## config.mk

```make
export PLATFORM = sky130hd
export DESIGN_NAME = sdram_wr_burst
export DESIGN_NICKNAME = d
export VERILOG_FILES = /design/src/rtl/wrb_pkg.sv /design/src/rtl/wrb_cmd_dec.sv /design/src/rtl/wrb_col_gen.sv /design/src/rtl/wrb_mem_array.sv /design/src/rtl/sdram_wr_burst.sv
export SDC_FILE = /design/constraint.sdc
export NUM_CORES = 1
export LEC_CHECK = 0
export ABC_AREA = 1
export BUFFER_PORTS_ARGS = -buffer_cell sky130_fd_sc_hd__buf_2
export CELL_PAD_IN_SITES_DETAIL_PLACEMENT = 1
export CELL_PAD_IN_SITES_GLOBAL_PLACEMENT = 1
export CORE_AREA = 2 2 350 352
export CTS_CLUSTER_SIZE = 14
export DETAILED_ROUTE_END_ITERATION = 8
export DIE_AREA = 0 0 352 354
export PLACE_DENSITY = 0.78
export SKIP_CTS_REPAIR_TIMING = 1
export SYNTH_ARGS = -nofsm -noshare
export SYNTH_HDL_FRONTEND = slang
export SYNTH_SLANG_ARGS = --single-unit
```

## constraint.sdc

```tcl
create_clock -name clk_i -period 2.35 [get_ports clk_i]
set_input_delay 0.47 -clock clk_i [delete_from_list [all_inputs] [get_ports clk_i]]
set_output_delay 0.47 -clock clk_i [all_outputs]
set_load 0.1 [all_outputs]
```

## src/rtl/wrb_pkg.sv

```systemverilog
package wrb_pkg;
  typedef enum logic [1:0] {BL1 = 2'd0, BL2 = 2'd1, BL4 = 2'd2, BL8 = 2'd3} blen_e;
  typedef enum logic [1:0] {CMD_HOLD, CMD_NOP, CMD_WRITE, CMD_OTHER} cmd_e;
endpackage

```

## src/rtl/wrb_cmd_dec.sv

```systemverilog
module wrb_cmd_dec
  import wrb_pkg::*;
(
  input  logic cke_i,
  input  logic cs_ni,
  input  logic ras_ni,
  input  logic cas_ni,
  input  logic we_ni,
  output cmd_e cmd_o
);
  always_comb begin
    if (!cke_i)     cmd_o = CMD_HOLD;
    else if (cs_ni) cmd_o = CMD_NOP;
    else begin
      unique case ({ras_ni, cas_ni, we_ni})
        3'b111:  cmd_o = CMD_NOP;
        3'b100:  cmd_o = CMD_WRITE;
        default: cmd_o = CMD_OTHER;
      endcase
    end
  end
endmodule

```

## src/rtl/wrb_col_gen.sv

```systemverilog
module wrb_col_gen
  import wrb_pkg::*;
#(
  parameter int COL_W = 4
) (
  input  logic             clk_i,
  input  logic             rst_ni,
  input  cmd_e             cmd_i,
  input  logic [COL_W-1:0] col_i,
  input  blen_e            blen_i,
  input  logic             full_i,
  output logic [COL_W-1:0] col_o,
  output logic             word_o,
  output logic             last_o,
  output logic             active_o
);
  localparam int CNT_W = 4;

  logic             active_q, full_q;
  logic [COL_W-1:0] col_q, mask_q;
  logic [CNT_W-1:0] cnt_q;

  logic             start, cont, cur_full;
  logic [COL_W-1:0] cur_mask, nxt_col;
  logic [CNT_W-1:0] rem;

  function automatic logic [COL_W-1:0] mask_of(blen_e b);
    return COL_W'((8'd1 << b) - 8'd1);
  endfunction

  assign start    = (cmd_i == CMD_WRITE);
  assign cont     = active_q && (cmd_i == CMD_NOP);
  assign word_o   = start || cont;
  assign col_o    = start ? col_i : col_q;
  assign cur_mask = start ? mask_of(blen_i) : mask_q;
  assign cur_full = start ? full_i : full_q;
  // words still due, the current one included
  assign rem      = start ? (CNT_W'(1) << blen_i) : cnt_q;
  assign last_o   = word_o && !cur_full && (rem == CNT_W'(1));
  assign active_o = active_q;

  always_comb begin
    if (cur_full) nxt_col = col_o + COL_W'(1);
    else          nxt_col = (col_o & ~cur_mask) | ((col_o + COL_W'(1)) & cur_mask);
  end

  always_ff @(posedge clk_i or negedge rst_ni) begin
    if (!rst_ni) begin
      active_q <= 1'b0;
      full_q   <= 1'b0;
      col_q    <= '0;
      mask_q   <= '0;
      cnt_q    <= '0;
    end else if (word_o) begin
      col_q    <= nxt_col;
      mask_q   <= cur_mask;
      full_q   <= cur_full;
      cnt_q    <= rem - CNT_W'(1);
      active_q <= cur_full || (rem != CNT_W'(1));
    end else if (active_q && cmd_i == CMD_OTHER) begin
      active_q <= 1'b0;
    end
  end

  p_fixed_block_r3: assert property (@(posedge clk_i) disable iff (!rst_ni)
    (active_q && !full_q && cmd_i == CMD_NOP)
      |=> ((col_q & ~mask_q) == $past(col_q & ~mask_q)));

  p_stop_after_last_r4: assert property (@(posedge clk_i) disable iff (!rst_ni)
    (active_q && !full_q && cnt_q == CNT_W'(1) && cmd_i == CMD_NOP) |=> !active_q);

  p_page_wrap_r5: assert property (@(posedge clk_i) disable iff (!rst_ni)
    (active_q && full_q && cmd_i == CMD_NOP && col_q == '1) |=> (col_q == '0));

  p_other_ends_r9: assert property (@(posedge clk_i) disable iff (!rst_ni)
    (active_q && cmd_i == CMD_OTHER) |=> !active_q);
endmodule

```

## src/rtl/wrb_mem_array.sv

```systemverilog
module wrb_mem_array #(
  parameter int AW = 6,
  parameter int DW = 16
) (
  input  logic          clk_i,
  input  logic          rst_ni,
  input  logic          we_i,
  input  logic [AW-1:0] waddr_i,
  input  logic [DW-1:0] wdata_i,
  input  logic [AW-1:0] raddr_i,
  output logic [DW-1:0] rdata_o
);
  localparam int DEPTH = 1 << AW;

  logic [DW-1:0] mem_q [DEPTH];

  always_ff @(posedge clk_i or negedge rst_ni) begin
    if (!rst_ni) begin
      for (int i = 0; i < DEPTH; i++) mem_q[i] <= '0;
    end else if (we_i) begin
      mem_q[waddr_i] <= wdata_i;
    end
  end

  assign rdata_o = mem_q[raddr_i];

  p_write_lands_r2: assert property (@(posedge clk_i) disable iff (!rst_ni)
    we_i |=> (mem_q[$past(waddr_i)] == $past(wdata_i)));
endmodule

```

## src/rtl/sdram_wr_burst.sv

```systemverilog
module sdram_wr_burst
  import wrb_pkg::*;
#(
  parameter int BANK_W = 2,
  parameter int COL_W  = 4,
  parameter int DQ_W   = 16
) (
  input  logic              clk_i,
  input  logic              rst_ni,
  input  logic              cke_i,
  input  logic              cs_ni,
  input  logic              ras_ni,
  input  logic              cas_ni,
  input  logic              we_ni,
  input  logic [BANK_W-1:0] ba_i,
  input  logic [COL_W-1:0]  col_i,
  input  logic              ap_i,
  input  logic [DQ_W-1:0]   dq_i,
  input  logic              dqm_i,
  input  logic [1:0]        blen_i,
  input  logic              full_page_i,
  input  logic [BANK_W-1:0] rd_bank_i,
  input  logic [COL_W-1:0]  rd_col_i,
  output logic [DQ_W-1:0]   rd_data_o,
  output logic              burst_o,
  output logic              prech_req_o,
  output logic [BANK_W-1:0] prech_bank_o
);
  localparam int AW = BANK_W + COL_W;

  cmd_e             cmd;
  logic [COL_W-1:0] cur_col;
  logic             word, last, start;
  logic [BANK_W-1:0] bank_q, cur_bank;
  logic             ap_q, cur_ap;
  logic             pre_q;
  logic [BANK_W-1:0] pre_bank_q;

  wrb_cmd_dec u_dec (
    .cke_i (cke_i),
    .cs_ni (cs_ni),
    .ras_ni(ras_ni),
    .cas_ni(cas_ni),
    .we_ni (we_ni),
    .cmd_o (cmd)
  );

  wrb_col_gen #(.COL_W(COL_W)) u_col (
    .clk_i   (clk_i),
    .rst_ni  (rst_ni),
    .cmd_i   (cmd),
    .col_i   (col_i),
    .blen_i  (blen_e'(blen_i)),
    .full_i  (full_page_i),
    .col_o   (cur_col),
    .word_o  (word),
    .last_o  (last),
    .active_o(burst_o)
  );

  assign start    = (cmd == CMD_WRITE);
  assign cur_bank = start ? ba_i : bank_q;
  assign cur_ap   = start ? ap_i : ap_q;

  always_ff @(posedge clk_i or negedge rst_ni) begin
    if (!rst_ni) begin
      bank_q     <= '0;
      ap_q       <= 1'b0;
      pre_q      <= 1'b0;
      pre_bank_q <= '0;
    end else begin
      if (start) begin
        bank_q <= ba_i;
        ap_q   <= ap_i;
      end
      pre_q <= last && cur_ap;
      if (last) pre_bank_q <= cur_bank;
    end
  end

  assign prech_req_o  = pre_q;
  assign prech_bank_o = pre_bank_q;

  wrb_mem_array #(.AW(AW), .DW(DQ_W)) u_mem (
    .clk_i  (clk_i),
    .rst_ni (rst_ni),
    .we_i   (word && !dqm_i),
    .waddr_i({cur_bank, cur_col}),
    .wdata_i(dq_i),
    .raddr_i({rd_bank_i, rd_col_i}),
    .rdata_o(rd_data_o)
  );

  p_pre_follows_word_r8: assert property (@(posedge clk_i) disable iff (!rst_ni)
    prech_req_o |-> $past(word));

  p_no_pre_while_due_r8: assert property (@(posedge clk_i) disable iff (!rst_ni)
    prech_req_o |-> !(burst_o && !$past(start)));

  p_hold_freezes_r1: assert property (@(posedge clk_i) disable iff (!rst_ni)
    (cmd == CMD_HOLD) |=> $stable(burst_o));
endmodule

```

==> metrics.md, run 1 <==
| Metric | Value |
|---|---|
| Unrepaired setup endpoints after global routing | `yes` |
| Starting Density | `42.8%` |
| Crit path to | `rd_data_o[6]` |
| DRT iter0 DRCs | `5537` |
| Flops & latches, synth | `1044` |
| CP arrival | `2.74 ns` |
| Setup tns final | `-12.12 ns` |
| Syn Nets | `7146` |
| Slew headroom | `36.7%` |
| Clk sink count | `1044` |
| Vias in the first global route | `55646` |
| Largest net degree at the start of global routing | `90` |
| Worst Hold Class | `in2reg` |
| Post-DRT Antenna Nets | `0` |
| Final hold vios | `0` |
| CP max FO | `7` |
| Vias per cell | `5.90` |
| Boundary pin count | `60` |
| Max VDD drop | `0.824 mV` |
| YS warnings | `0` |
| Leak | `33.9 nW` |
| H-tree depth | `3` |
| Die ar. | `125000 um2` |
| Area after DPL | `59200 um2` |
| CP endpoint kind | `output pin` |
| Crit path launch | `rd_col_i[0]` |
| Setup ws final | `-0.863 ns` |
| Overall power | `0.0453 W` |
| Period minus WS final | `3.21 ns` |
| Setup violators final | `16` |
| Initial antenna violation count | `2` |
| Fin crit share | `137%` |
| Worst-Margin Slew | `0.945 ns` |
| Failing checks | `setup timing` |
| Drt first pass iters | `6` |
| Total congestion overflow | `0` |
| RR Startpoint | `u_col.col_q[2]` |
| HPWL Detailed | `142 mm` |
| Peak Freq | `311 MHz` |
| PortBufs | `59` |
| Vias | `53859` |
| CTS max path bufs | `3` |
| Final WL | `221 mm` |
| Max-Cap Viols | `0` |
| First-pass GRT wire length | `333 mm` |
| TritonCTS Buffers | `116` |
| Nature of the critical path startpoint | `input pin` |
| Count of different cell masters after synthesis | `23` |
| Cell Area, Synth | `51800 um2` |
| RePlAce Congestion | `0.961` |
| Layout cells sized above 1 | `16.1%` |
| Sequential area share after synthesis | `50.5%` |
| Post-Route Skew | `0.0306 ns` |
| CTS tree | `done` |
| Final Slew Violations | `0` |
| R2r worst-path depth | `10` |
| Clk pin slew, worst setup/hold paths | `0.07 ns` |
| Setup CP Type | `in2out` |
| R2R Path End | `u_mem.mem_q[239]` |
| Tot GR Track Use | `34.1%` |
| Site Rows | `128` |
| Flop-to-flop setup slack | `0.29 ns` |
| Status | `complete, but fails checks` |
| DIE WIDTH | `352 um` |
| Post-layout instance area | `64900 um2` |
| Required @ worst endpoint | `1.88 ns` |
| Clock latency on the worst-skew pair | `0.76 ns` |
| Core footprint | `121000 um2` |
| Area delta synth->final | `25.3%` |
| Drc violations | `0` |
| CTS Root Cell | `clkbuf_16` |
| Synth Instances | `7104` |
| DR WL/cell | `24.3 um` |
| Power Dens Cells | `699 nW/um2` |
| Post-layout nets | `7444` |
| Syn avg cell area | `7.29 um2` |
| Die height | `354 um` |
cells in the final DEF (no fill, tap or decap), drive strengths merged, types with 8 or more instances in the layout:
master	synthesis	routed
nand3	1844	1844
nor2	27	27
clkinv	2	30
o21ai	21	21
dfrtp	1044	1044
bufinv	0	8
nand2	3435	3435
o211ai	32	32
buf	261	793
clkbuf	364	178
a21oi	32	32
inv	35	39
how the worst min path moves through the flow:
stage                    startpoint                end  slack, ns  depth (start not counted)
CTS                          rst_ni   u_mem.mem_q[360]      -0.34                          1
detailed placement           rst_ni   u_mem.mem_q[350]       0.46                          1
floorplan                    rst_ni               ap_q       0.17                          0
finish                      dq_i[7]  u_mem.mem_q[1015]       0.10                          3
global placement    u_col.mask_q[3]    u_col.mask_q[3]       0.45                          2
global route                dq_i[7]  u_mem.mem_q[1015]       0.11                          3
power by group:
part           switching, W  leakage (nW)  internal (W)
logic               0.00506          17.5       0.00234
registers          0.000403          14.5        0.0186
clock network       0.00804          1.91        0.0108
registers in the layout (all words and copies together), names as in the netlist:
register        flops
u_mem.mem_q      1024
u_col.cnt_q         4
u_col.col_q         4
u_col.mask_q        4
bank_q              2
prech_bank_o        2
ap_q                1
prech_req_o         1
u_col.active_o      1
u_col.full_q        1
cell usage after synthesis, drive strengths merged:
cell / n / share of area, %
clkinv: 2 / 0.015
buf: 261 / 2.4
nand4: 3 / 0.036
o21ai: 21 / 0.22
nand2: 3435 / 25
o211ai: 32 / 0.46
ha: 2 / 0.048
a21oi: 32 / 0.31
clkbuf: 364 / 2.6
o22ai: 1 / 0.012
nor2: 27 / 0.34
dfrtp: 1044 / 50
nand3: 1844 / 18
inv: 35 / 0.25
xor2: 1 / 0.017
area by class of cell:
type	count	area, um2
diodes	1	2.50
clock buffers	168	3390
clock inverters	43	459
fillers	14603	56100
inverters	37	178
multi-input cells	5398	23900
flip-flops and latches	1044	26100
well taps	1625	2030
repair buffers	805	8780
critical path, stage by stage:
cell and delay, ns:
buf_16 0.15, buf_12 0.14, buf_12 0.14, buf_12 0.14
clkbuf_16 0.16, buf_4 0.14, nand2_1 0.07, nand3_1 0.09
nand3_2 0.10, a21oi_2 0.07, buf_4 0.17, o211ai_1 0.51
nand2_4 0.16, buf_12 0.20
cells by family after synthesis:
logic type	share of synthesized area, %
xor+xnor	0.0169
compound gates	1.01
buf+inv	5.32
flops	50.5
simple gates	43.1
fa+ha+maj	0.0483
layer usage:
metal  vias up  part of all wire [%]  global-route usage [%]
met5         -                0.0045                       0
met4         2                   5.1                    15.3
met3       604                   7.9                    6.50
met2      2307                    47                    55.4
met1     27469                    40                    44.3
li1      23477                     -                       -
metrics by stage:
stage / util (%) / cells / hold slack [ns] / worst slack (ns)
after detailed placement: 49.0 / 8846 / 0.456 / -0.816
after floorplan: - / 7104 / 0.174 / 0.00376
after CTS: 52.2 / 9057 / -0.343 / -0.915
after global placement: 49.0 / 8846 / 0.447 / -0.806
final: 53.6 / 9121 / 0.103 / -0.863
after global routing: 53.6 / 9121 / 0.112 / -0.915
Note: power is estimated with default switching activity, not from simulation.
==> inputs of run 2 (changes only) <==
==> constraint.sdc (replaced) <==
create_clock -name clk_i -period 2.35 [get_ports clk_i]
set_input_delay 0.1175 -clock clk_i [delete_from_list [all_inputs] [get_ports clk_i]]
set_output_delay 0.1175 -clock clk_i [all_outputs]
set_load 0.1 [all_outputs]
==> metrics.md, run 2 (synthesis results as in run 1) <==
| Metric | Value |
|---|---|
| Status | `complete, but fails checks` |
| Failing checks | `hold timing, setup timing` |
| Flip-flop count of the largest register after layout | `1024 (unchanged)` |
| Final hold vios | `2 (+2)` |
| Post-layout instance area | `62800 um2 (-3.2%)` |
| Setup violators final | `16 (unchanged)` |
| H-tree depth | `3 (unchanged)` |
| Peak Freq | `377 MHz (+21%)` |
| CTS tree | `done` |
| Worst-Margin Slew | `0.760 ns (-0.185 ns)` |
| Post-layout nets | `7300 (-1.9%)` |
| Setup CP Type | `reg2out` |
| CTS max path bufs | `3 (unchanged)` |
| Max-Cap Viols | `0 (unchanged)` |
| HPWL Detailed | `136 mm (-4.1%)` |
| Initial antenna violation count | `5 (+3)` |
| Vias | `52149 (-3.2%)` |
| Area delta synth->final | `21.3%` |
| Reg with most FFs | `u_mem.mem_q` |
| Clk sink count | `1044 (unchanged)` |
| RePlAce Congestion | `0.920 (-4.2%)` |
| Setup ws final | `-0.303 ns (+0.560 ns)` |
| Die height | `354 um (unchanged)` |
| Layout cells sized above 1 | `13.1% (-3.0 points)` |
| Final WL | `211 mm (-4.8%)` |
| Post-Route Skew | `0.0185 ns (-0.0121 ns)` |
| TritonCTS Buffers | `115 (-0.86%)` |
| DRT iter0 DRCs | `5274 (-4.7%)` |
| Power Dens Cells | `716 nW/um2 (+2.4%)` |
| Vias per cell | `5.81 (-1.7%)` |
| Clock latency on the worst-skew pair | `0.74 ns (-0.02 ns)` |
| Area after DPL | `58100 um2 (-1.9%)` |
| Final Util | `51.9% (-1.7 points)` |
| Fin crit share | `113% (-24 points)` |
| Drc violations | `0 (unchanged)` |
| Drt first pass iters | `6 (unchanged)` |
| DIE WIDTH | `352 um (unchanged)` |
| Slew headroom | `49.3% (+13 points)` |
| CP arrival | `2.54 ns (-0.20 ns)` |
| Boundary pin count | `60 (unchanged)` |
| CP max stage delay | `0.39 ns (-0.12 ns)` |
| Nature of the critical path startpoint | `flip-flop` |
| First-pass GRT wire length | `325 mm (-2.3%)` |
| Overall power | `0.0449 W (-0.89%)` |
| Core footprint | `121000 um2 (unchanged)` |
| Clk pin slew, worst setup/hold paths | `0.06 ns (about the same)` |
| Max VDD drop | `0.632 mV (-23%)` |
| Crit-path cells | `nand2_1 > nand3_2 > nand3_4 > nand2_4 > nand2_2 > nand2_2 > o211ai_1 > nand2_1 > buf_6 > buf_12` |
| # fillers | `14855 (+1.7%)` |
| Buffers plus inverters on the worst setup path | `2 (-6)` |
| PortBufs | `59 (unchanged)` |
| Starting Density | `42.8% (unchanged)` |
| Slowest CP cell | `dfrtp_1` |
| Die ar. | `125000 um2 (unchanged)` |
| Site Rows | `128 (unchanged)` |
| Total congestion overflow | `0 (unchanged)` |
| Period minus WS final | `2.65 ns (-0.560 ns)` |
| Leak | `32.8 nW (-3.1%)` |
| CP endpoint kind | `output pin` |
| Required @ worst endpoint | `2.23 ns (+0.35 ns)` |
| Final Slew Violations | `0 (unchanged)` |
| DR WL/cell | `23.5 um (-3.3%)` |
| Most frequent cells in the layout | `3372 x nand2_1, 1794 x nand3_1, 1044 x dfrtp_1` |
| Hold WS | `-0.00414 ns (-0.107 ns)` |
| Worst Hold Class | `in2reg` |
| Vias in the first global route | `54269 (-2.5%)` |
| Largest net degree at the start of global routing | `99 (+10%)` |
| Most common cell after layout, fill and taps aside | `nand2_1` |
| CTS Root Cell | `clkbuf_16` |
| Unrepaired setup endpoints after global routing | `yes` |
| Tot GR Track Use | `33.4% (-0.65 points)` |
| Post-DRT Antenna Nets | `0 (unchanged)` |
| Delay-heaviest family, CP | `simple AND/OR/NAND/NOR gates` |
| CP max FO | `2 (-5)` |
[run 2: final timing paths]
kind / startpoint / end / slack [ns] / depth (start not counted)
min in group asynchronous: rst_ni / u_mem.mem_q[511] / 0.15 / 3
hold / removal: col_i[2] / u_col.col_q[2] / -0.004 / 6
hold reg to reg: u_mem.mem_q[891] / u_mem.mem_q[891] / 0.47 / 2
setup reg to reg: u_col.active_o / u_mem.mem_q[793] / 0.11 / 9
setup / recovery: u_mem.mem_q[991] / rd_data_o[15] / -0.30 / 10
max in group asynchronous: rst_ni / u_mem.mem_q[987] / 1.57 / 4
[run 2: final cells by class]
type | instances | area, um2 | share of cell area, %
clock buffers | 180 | 3510 | 5.59
clock inverters | 33 | 403 | 0.642
diodes | 1 | 2.50 | 0.00399
repair buffers | 662 | 7160 | 11.4
flip-flops and latches | 1044 | 26100 | 41.6
inverters | 37 | 159 | 0.253
well taps | 1625 | 2030 | 3.24
multi-input cells | 5398 | 23400 | 37.3
[run 2: metal layers]
layer / part of all wire [%] / GRT usage [%] / up-vias / routed length [um]
met5: 0.0052 / 0 / - / 11
li1: - / - / 23183 / -
met2: 46 / 53.4 / 2069 / 98000
met3: 7.6 / 5.79 / 442 / 16100
met1: 41 / 44.3 / 26453 / 87000
met4: 4.6 / 15.7 / 2 / 9670
[run 2: tightest hold or removal path, delay by kind of cell]
kind	cells	cell delay [ns]
buf+inv	2	0.25
compound gates	1	0.13
simple gates	3	0.21
[run 2: power by group]
part	switching, W	total [W]	internal (W)	leakage (nW)
Combinational	0.00485	0.00692	0.00207	16.4
Clock	0.00783	0.0190	0.0112	1.93
Sequential	0.000374	0.0190	0.0186	14.5
Total	0.0131	0.0449	0.0319	32.8
[run 2: stage by stage]
step           setup WS (ns)  TNS [ns]  hold WS [ns]  std cells
5_1_grt               -0.371     -3.85        0.0128       8979
3_5_place_dp         -0.0303    -0.180        0.0740       8733
2_1_floorplan         0.0483         0        -0.178       7104
4_1_cts               -0.373     -4.57        -0.717       8946
3_3_place_gp          0.0104         0        0.0730       8733
6_report              -0.303     -3.04      -0.00414       8980
